### src/rtl/burst_pkg.sv
package burst_pkg;

    typedef enum logic {
        ST_IDLE  = 1'b0,
        ST_BURST = 1'b1
    } burst_state_e;

    typedef enum logic [1:0] {
        CMD_HOLD  = 2'd0,
        CMD_LOAD  = 2'd1,
        CMD_STEP  = 2'd2,
        CMD_DESEL = 2'd3
    } burst_cmd_e;

endpackage

### src/rtl/burst_load_ctl.sv
module burst_load_ctl
    import burst_pkg::*;
(
    input  logic       clk,
    input  logic       rst_n,
    input  logic       cpu_strobe_n,
    input  logic       ctl_strobe_n,
    input  logic       step_n,
    input  logic       en_master,
    input  logic       en_group,
    output burst_cmd_e cmd
);

    logic cpu_taken;
    logic ctl_taken;
    logic enables_ok;

    always_comb begin
        cpu_taken  = !cpu_strobe_n && en_master;
        ctl_taken  = !ctl_strobe_n;
        enables_ok = en_master && en_group;
        if (cpu_taken || ctl_taken) begin
            cmd = enables_ok ? CMD_LOAD : CMD_DESEL;
        end else if (!step_n) begin
            cmd = CMD_STEP;
        end else begin
            cmd = CMD_HOLD;
        end
    end


    cpu_load_no_step_chk: assert property (@(posedge clk) disable iff (!rst_n)
        (!cpu_strobe_n && en_master && en_group) |-> (cmd == CMD_LOAD));


    masked_cpu_step_chk: assert property (@(posedge clk) disable iff (!rst_n)
        (!cpu_strobe_n && !en_master && ctl_strobe_n && !step_n) |-> (cmd == CMD_STEP));


    quiet_hold_chk: assert property (@(posedge clk) disable iff (!rst_n)
        (cpu_strobe_n && ctl_strobe_n && step_n) |-> (cmd == CMD_HOLD));

endmodule

### src/rtl/burst_beat_fsm.sv
module burst_beat_fsm
    import burst_pkg::*;
#(
    parameter int ADDR_W = 8,
    parameter int BEAT_W = 2
) (
    input  logic              clk,
    input  logic              rst_n,
    input  burst_cmd_e        cmd,
    input  logic [ADDR_W-1:0] addr_in,
    output logic [ADDR_W-1:0] base_q,
    output logic [BEAT_W-1:0] beat_q,
    output burst_state_e      state_q
);

    localparam logic [BEAT_W-1:0] BEAT_ONE = BEAT_W'(1);

    burst_state_e      state_d;
    logic [ADDR_W-1:0] base_d;
    logic [BEAT_W-1:0] beat_d;

    always_ff @(posedge clk) begin
        if (!rst_n) begin
            state_q <= ST_IDLE;
        end else begin
            state_q <= state_d;
        end
    end

    always_comb begin
        state_d = state_q;
        base_d  = base_q;
        beat_d  = beat_q;
        unique case (cmd)
            CMD_LOAD: begin
                state_d = ST_BURST;
                base_d  = addr_in;
                beat_d  = '0;
            end
            CMD_STEP: begin
                if (state_q == ST_BURST) begin
                    beat_d = beat_q + BEAT_ONE;
                end
            end
            CMD_DESEL: begin
                state_d = ST_IDLE;
            end
            CMD_HOLD: begin
                state_d = state_q;
            end
            default: begin
                state_d = state_q;
            end
        endcase
    end

    always_ff @(posedge clk) begin
        if (!rst_n) begin
            base_q <= '0;
            beat_q <= '0;
        end else begin
            base_q <= base_d;
            beat_q <= beat_d;
        end
    end


    load_capture_chk: assert property (@(posedge clk) disable iff (!rst_n)
        (cmd == CMD_LOAD) |=> (base_q == $past(addr_in)) && (beat_q == '0) && (state_q == ST_BURST));


    beat_step_chk: assert property (@(posedge clk) disable iff (!rst_n)
        (cmd == CMD_STEP && state_q == ST_BURST) |=> (beat_q == $past(beat_q) + BEAT_ONE));


    base_stable_chk: assert property (@(posedge clk) disable iff (!rst_n)
        (cmd != CMD_LOAD) |=> $stable(base_q));


    desel_idle_chk: assert property (@(posedge clk) disable iff (!rst_n)
        (cmd == CMD_DESEL) |=> (state_q == ST_IDLE) && $stable(beat_q));


    idle_no_step_chk: assert property (@(posedge clk) disable iff (!rst_n)
        (cmd == CMD_STEP && state_q == ST_IDLE) |=> $stable(beat_q));

endmodule

### src/rtl/burst_order_map.sv
module burst_order_map #(
    parameter int BEAT_W     = 2,
    parameter bit HAS_LINEAR = 1'b1
) (
    input  logic [BEAT_W-1:0] start,
    input  logic [BEAT_W-1:0] beat,
    input  logic              order_sel,
    output logic [BEAT_W-1:0] low
);

    logic [BEAT_W-1:0] xor_low;

    assign xor_low = start ^ beat;

    generate
        if (HAS_LINEAR) begin : g_both
            logic [BEAT_W-1:0] add_low;
            assign add_low = start + beat;
            assign low     = order_sel ? xor_low : add_low;
        end else begin : g_xor_only
            logic unused_sel;
            assign unused_sel = order_sel;
            assign low        = xor_low;
        end
    endgenerate

endmodule

### src/rtl/burst_addr_gen.sv
module burst_addr_gen
    import burst_pkg::*;
#(
    parameter int ADDR_W = 8
) (
    input  logic              clk,
    input  logic              rst_n,
    input  logic [ADDR_W-1:0] addr_in,
    input  logic              cpu_strobe_n,
    input  logic              ctl_strobe_n,
    input  logic              step_n,
    input  logic              order_sel,
    input  logic              en_master,
    input  logic              en_group,
    output logic [ADDR_W-1:0] addr_out
);

    localparam int BEAT_W = 2;

    burst_cmd_e        cmd;
    burst_state_e      state_q;
    logic [ADDR_W-1:0] base_q;
    logic [BEAT_W-1:0] beat_q;
    logic [BEAT_W-1:0] low_bits;

    burst_load_ctl u_ctl (
        .clk          (clk),
        .rst_n        (rst_n),
        .cpu_strobe_n (cpu_strobe_n),
        .ctl_strobe_n (ctl_strobe_n),
        .step_n       (step_n),
        .en_master    (en_master),
        .en_group     (en_group),
        .cmd          (cmd)
    );

    burst_beat_fsm #(
        .ADDR_W (ADDR_W),
        .BEAT_W (BEAT_W)
    ) u_fsm (
        .clk     (clk),
        .rst_n   (rst_n),
        .cmd     (cmd),
        .addr_in (addr_in),
        .base_q  (base_q),
        .beat_q  (beat_q),
        .state_q (state_q)
    );

    burst_order_map #(
        .BEAT_W     (BEAT_W),
        .HAS_LINEAR (1'b1)
    ) u_map (
        .start     (base_q[BEAT_W-1:0]),
        .beat      (beat_q),
        .order_sel (order_sel),
        .low       (low_bits)
    );

    assign addr_out = {base_q[ADDR_W-1:BEAT_W], low_bits};


    first_beat_chk: assert property (@(posedge clk) disable iff (!rst_n)
        (state_q == ST_BURST && beat_q == '0) |-> (addr_out == base_q));


    upper_fixed_chk: assert property (@(posedge clk) disable iff (!rst_n)
        (addr_out[ADDR_W-1:BEAT_W] == base_q[ADDR_W-1:BEAT_W]));

endmodule

### config.mk
export PLATFORM = sky130hd
export DESIGN_NAME = burst_addr_gen
export DESIGN_NICKNAME = d
export VERILOG_FILES = /design/src/rtl/burst_pkg.sv /design/src/rtl/burst_load_ctl.sv /design/src/rtl/burst_beat_fsm.sv /design/src/rtl/burst_order_map.sv /design/src/rtl/burst_addr_gen.sv
export SDC_FILE = /design/constraint.sdc
export NUM_CORES = 1
export LEC_CHECK = 0
export ABC_CLOCK_PERIOD_IN_PS = 1200
export BUFFER_PORTS_ARGS = -buffer_cell sky130_fd_sc_hd__buf_4
export CORE_MARGIN = 2
export CORE_UTILIZATION = 35
export DETAILED_ROUTE_END_ITERATION = 8
export PLACE_DENSITY = 0.72
export SKIP_CTS_REPAIR_TIMING = 1
export SLEW_MARGIN = 20
export SYNTH_ARGS = -nofsm -noshare
export SYNTH_HDL_FRONTEND = slang
export SYNTH_SLANG_ARGS = --single-unit
### constraint.sdc
create_clock -name clk -period 1.2 [get_ports clk]
set_input_delay 0.12 -clock clk [delete_from_list [all_inputs] [get_ports clk]]
set_output_delay 0.12 -clock clk [all_outputs]
set_load 0.02 [all_outputs]
==> results of run 1 <==
## through the flow
stage	setup TNS, ns	hold WS, ns	std cells
2_1_floorplan	0	0.255	64
3_3_place_gp	0	0.367	95
5_1_grt	-0.125	0.102	100
3_5_place_dp	0	0.377	95
4_1_cts	-0.168	0.0941	99
6_report	-0.0861	0.0924	100
## cell type report
class | count | area [um2]
well taps | 16 | 20.0
flip-flops and latches | 11 | 225
fillers | 153 | 759
repair buffers | 25 | 188
multi-input cells | 43 | 284
clock buffers | 4 | 26.3
inverters | 1 | 3.75
## worst max-delay path by stage
stage | from | endpoint | slack (ns) | cells past startpoint
global placement | u_fsm.beat_q[0] | addr_out[1] | 0.16 | 4
CTS | u_fsm.beat_q[0] | addr_out[1] | -0.17 | 4
detailed placement | u_fsm.beat_q[0] | addr_out[1] | 0.13 | 4
floorplan | u_fsm.beat_q[0] | addr_out[1] | 0.09 | 3
finish | u_fsm.beat_q[0] | addr_out[1] | -0.09 | 4
global route | u_fsm.beat_q[0] | addr_out[1] | -0.12 | 4
## layer usage
layer,track usage,share of wire,vias up
met5,0,0,-
met4,0.109,0.022,0
met3,0.0125,0.060,2
met2,0.200,0.51,14
met1,0.138,0.41,204
li1,-,-,247
## critical path: stages (launching register included)
cell	delay [ns]
dfxtp_4	0.35
ha_4	0.15
nor2b_4	0.12
xnor2_1	0.14
buf_4	0.16
## flip-flops by register name, summed over array words and instances, names as in the netlist
name           cells
u_fsm.beat_q       2
u_fsm.state_q      1
u_fsm.base_q       8
## placed cells by master, fill, tap and decap left out, types with 2 or more instances in the layout
cell type,count
nand3_1,2
and3_1,2
xnor2_1,2
a21boi_1,9
dfxtp_1,9
nand2_1,17
buf_4,25
clkbuf_4,3
## power by group through the flow
stage,Sequential [mW],Combinational [mW],Clock [mW]
final,0.385,0.124,0.248
after global routing,0.387,0.135,0.276
after CTS,0.386,0.123,0.255
after detailed placement,0.395,0.123,0
after global placement,0.394,0.122,0
after floorplan,0.393,0.0749,0
## cell families after synthesis
group / Yosys count / share of synthesized area
XOR/XNOR: 2 / 0.0313
AO/OA/AOI/OAI: 12 / 0.157
flip-flops: 11 / 0.394
AND/OR/NAND/NOR: 28 / 0.262
buffers and inverters: 10 / 0.134
adder cells (fa/ha/maj): 1 / 0.0224
==> flow_summary.json, run 1 <==
{
  "clock-sinks": 11,
  "antenna_found_initial": 0,
  "finalSetupViolCount": 1,
  "first_iter_violations": 2,
  "clk_path_buf_depth": 2,
  "avgRoutedWirePerCell_um": 10.5,
  "ys.flop_type": "dfxtp_1",
  "power.density_nw_per_um2": 1010,
  "portBuffers": 23,
  "fin_crit_ns": 1.29,
  "synthTopCellsByArea": "dfxtp_1, a21boi_1, nand2_1",
  "synth.distinct_cells": 21,
  "grt_pass1_wl_mm": 1.68,
  "first_global_vias": 415,
  "timing_hold_violations_final": 0,
  "worst_setup_path_start_kind": "register",
  "fin_ws_ns": -0.0861,
  "row_count": 14,
  "failed_checks": "setup timing",
  "holdPathEnd": "u_fsm.base_q[0]",
  "worst_slew_margin_rel": 0.799,
  "start_util": 0.371,
  "path_max_fanout": 2,
  "ys_warn_count": 0,
  "maxSlewViolCount": 0,
  "nets": 102,
  "r2r.worst_path.cells": 3,
  "reg2reg_from": "u_fsm.state_q",
  "arrival_ns": 1.17,
  "power.total_mw": 0.757,
  "dp_slack_ns": 0.134,
  "worstSetupPathType": "reg -> out",
  "max_freq_ghz": 0.778,
  "r2r_setup_slack_ns": 0.22,
  "clk_latency_ns": 0.26,
  "clock_skew_ns": 0.0000993,
  "routed_wl_mm": 1.05,
  "min_path_cells": 3,
  "syn2layout_area_growth_pct": 33.6,
  "clkPwrFrac": 0.328,
  "drc": 0,
  "diodes": 0,
  "avgSynthCellArea_um2": 8.74,
  "coreArea_um2": 1510,
  "p_comb_frac": 0.164,
  "die_h_um": 44.0,
  "rsz0062_at_grt": "true",
  "cts-root-buf": "clkbuf_4",
  "fin_area_um2": 747,
  "syn_area_um2": 559,
  "design.die.area_um2": 1930,
  "routabilityCongestion": 0.665,
  "synthTopCellsByCount": "nand2_1, dfxtp_1, a21boi_1, buf_4",
  "synth_edf_count": 0,
  "hold_path.class": "in -> reg",
  "ys_async_sr_fraction": 0,
  "synthCells": 64,
  "leakagePower_nw": 0.324,
  "ctsHtreeMaxLevel": 1,
  "seq_area_frac_synth": 0.394,
  "cts_tree": "built",
  "place_area_um2": 688,
  "status": "finished, violations left",
  "fp.dieW_um": 44.0,
  "grt_max_degree": 12,
  "crit_path_end_kind": "output port",
  "hold_path.startpoint": "addr_in[0]",
  "fin_crit_sh": 1.07,
  "drt_pre_antenna_iters": 3,
  "routed_via_density": 4.67,
  "crit_required_ns": 1.08,
  "p_int_mw": 0.574,
  "switching_share": 0.242,
  "power.switching_mw": 0.183,
  "ir_worst_vdd_mv": 0.419,
  "ioPinCount": 24,
  "overflow": 0,
  "power_frac_seq": 0.508,
  "ys_ff_latch": 11,
  "antenna_left": 0,
  "utilization": 0.496,
  "cap_violations": 0,
  "yosysMostFrequentCell": "nand2_1",
  "num_vias": 467,
  "grt_use_total": 0.122,
  "synth_top_area_cell": "dfxtp_1",
  "numCtsBuffers": 3,
  "drive_above_1_share": 0.417,
  "tightest_slew_ns": 0.302,
  "synthesis.nets": 81,
  "synth_top_area_frac": 0.394,
  "dp.final_hpwl_um": 775,
  "path_clk_slew_ns": 0.07,
  "r2r-end": "u_fsm.beat_q[0]"
}
No activity file was read; power rests on OpenSTA's default activity.
==> inputs of run 2 (changes only) <==
--- a/config.mk
+++ b/config.mk
@@ -5,12 +5,14 @@
 export SDC_FILE = /design/constraint.sdc
 export NUM_CORES = 1
 export LEC_CHECK = 0
+export ABC_AREA = 1
 export ABC_CLOCK_PERIOD_IN_PS = 1200
 export BUFFER_PORTS_ARGS = -buffer_cell sky130_fd_sc_hd__buf_4
 export CORE_MARGIN = 2
 export CORE_UTILIZATION = 35
 export DETAILED_ROUTE_END_ITERATION = 8
 export PLACE_DENSITY = 0.72
+export RECOVER_POWER = 50
 export SKIP_CTS_REPAIR_TIMING = 1
 export SLEW_MARGIN = 20
 export SYNTH_ARGS = -nofsm -noshare
==> flow_summary.json, run 2 <==
{
  "grt_max_degree": 14,
  "ys_async_sr_fraction": 0,
  "synth_top_area_frac": 0.400,
  "worstSetupPathType": "reg -> out",
  "fin_crit_ns": 1.34,
  "reg2reg_from": "u_fsm.beat_q[0]",
  "leakagePower_nw": 0.348,
  "r2r.worst_path.cells": 5,
  "num_vias": 485,
  "clock_skew_ns": 0.000169,
  "synthCells": 72,
  "synthTopCellsByCount": "nor2_1, dfxtp_1, inv_1, o21ai_1, buf_4",
  "path_max_fanout": 2,
  "syn2layout_area_growth_pct": 32.3,
  "top_regs": "u_fsm.base_q: 8 flops, u_fsm.beat_q: 2 flops, u_fsm.state_q: 1 flops",
  "ys_warn_count": 0,
  "slowest_stage": "dfxtp_2",
  "top_register": "u_fsm.base_q",
  "ioPinCount": 24,
  "crit_required_ns": 1.08,
  "diodes": 0,
  "die_h_um": 43.7,
  "grt_use_total": 0.128,
  "finalSetupViolCount": 1,
  "final_cell_mix": "buf_4, nor2_1, dfxtp_1",
  "min_path_cells": 3,
  "syn_area_um2": 551,
  "tightest_slew_ns": 0.448,
  "drc": 0,
  "start_util": 0.370,
  "synth_edf_count": 0,
  "clk_latency_ns": 0.26,
  "numCtsBuffers": 3,
  "row_count": 14,
  "cap_violations": 0,
  "rsz0062_at_grt": "true",
  "routed_wl_mm": 1.06,
  "routed_via_density": 4.45,
  "drt_pre_antenna_iters": 4,
  "synth_top_area_cell": "dfxtp_1",
  "path_clk_slew_ns": 0.07,
  "dp_slack_ns": 0.126,
  "design.die.area_um2": 1910,
  "synth.distinct_cells": 18,
  "timing_hold_violations_final": 0,
  "max_freq_ghz": 0.748,
  "arrival_ns": 1.22,
  "dp.final_hpwl_um": 777,
  "failed_checks": "setup timing",
  "overflow": 0,
  "whs_ns": 0.0875,
  "grt_pass1_wl_mm": 1.74,
  "r2r-end": "u_fsm.beat_q[1]",
  "cp_cell_sequence": "ha_4, inv_2, nor2_2, xor2_1, inv_1, buf_6",
  "ys.flop_type": "dfxtp_1",
  "fin_setup_tns_ns": -0.137,
  "cts_tree": "built",
  "avgRoutedWirePerCell_um": 9.71,
  "synthesis.nets": 89,
  "cts-root-buf": "clkbuf_4",
  "final_common_cell": "buf_4",
  "power.density_nw_per_um2": 1090,
  "worst_slew_margin_rel": 0.701,
  "first_global_vias": 425,
  "drive_above_1_share": 0.376,
  "ys_ff_latch": 11,
  "largest_reg_flops": 8,
  "crit_path_end_kind": "output port",
  "power.total_mw": 0.796,
  "holdPathEnd": "u_fsm.base_q[7]",
  "portBuffers": 23,
  "fin_ws_ns": -0.137,
  "routabilityCongestion": 0.718,
  "crit_path_max_incr_delay_ns": 0.36,
  "ctsHtreeMaxLevel": 1,
  "avgSynthCellArea_um2": 7.65,
  "antenna_found_initial": 0,
  "first_iter_violations": 2,
  "fp.dieW_um": 43.7,
  "status": "finished, violations left",
  "worst_setup_path_start_kind": "register",
  "clock-sinks": 11,
  "place_area_um2": 691,
  "ir_worst_vdd_mv": 0.547,
  "fin_area_um2": 728,
  "clk_path_buf_depth": 2,
  "yosysMostFrequentCell": "nor2_1",
  "hold_path.startpoint": "addr_in[7]",
  "r2r_setup_slack_ns": 0.28,
  "nets": 111,
  "coreArea_um2": 1490,
  "antenna_left": 0,
  "hold_path.class": "in -> reg",
  "maxSlewViolCount": 0,
  "seq_area_frac_synth": 0.400,
  "fillCellCount": 161,
  "fin_crit_sh": 1.11,
  "synthTopCellsByArea": "dfxtp_1, nor2_1, buf_4"
}
-- run 2: cell families after synthesis --
| group | after synthesis | synth area share |
|---|---|---|
| AO/OA/AOI/OAI | 11 | 0.107 |
| AND/OR/NAND/NOR | 30 | 0.252 |
| flip-flops | 11 | 0.400 |
| XOR/XNOR | 3 | 0.0477 |
| buffers and inverters | 16 | 0.170 |
| adder cells (fa/ha/maj) | 1 | 0.0227 |
-- run 2: worst max-delay path by stage --
stage                         start          end  slack [ns]  cells after the start
floorplan           u_fsm.beat_q[0]  addr_out[1]        0.18                      5
global route        u_fsm.beat_q[0]  addr_out[1]       -0.24                      6
global placement    u_fsm.base_q[0]  addr_out[1]        0.16                      6
finish              u_fsm.beat_q[0]  addr_out[1]       -0.14                      6
CTS                 u_fsm.base_q[0]  addr_out[1]       -0.16                      6
detailed placement  u_fsm.base_q[0]  addr_out[1]        0.13                      6
-- run 2: metal layers --
layer,track usage,share of wire
met4,0.109,0.026
met1,0.144,0.43
met5,0,0
met3,0.0250,0.051
met2,0.206,0.49
-- run 2: through the flow --
stage / cells / util
finish: 109 / 0.489
global placement: 105 / 0.464
CTS: 109 / 0.482
detailed placement: 105 / 0.464
global route: 109 / 0.489
floorplan: 72 / -
-- run 2: cell type report --
class                      count  area (um2)  share of cell area
clock buffer                   4        26.3              0.0361
inverter                       9        33.8              0.0464
multi-input combinational     45         241               0.332
sequential                    11         223               0.306
tap                           16        20.0              0.0275
timing repair buffer          24         184               0.253
-- run 2: critical path, delay by kind of cell, from the launching register on --
kind	cells	cell delay [ns]
xor gates and xnor gates	1	0.14
adders and majority gates	1	0.14
buffers and inverters	3	0.21
DFF	1	0.36
and+or+nand+nor	1	0.10
-- run 2: where the power goes --
part	switching (mW)	total (mW)	internal, mW
sequential	0.0105	0.394	0.384
clock	0.125	0.253	0.128
combinational	0.0735	0.149	0.0757
total	0.209	0.796	0.588
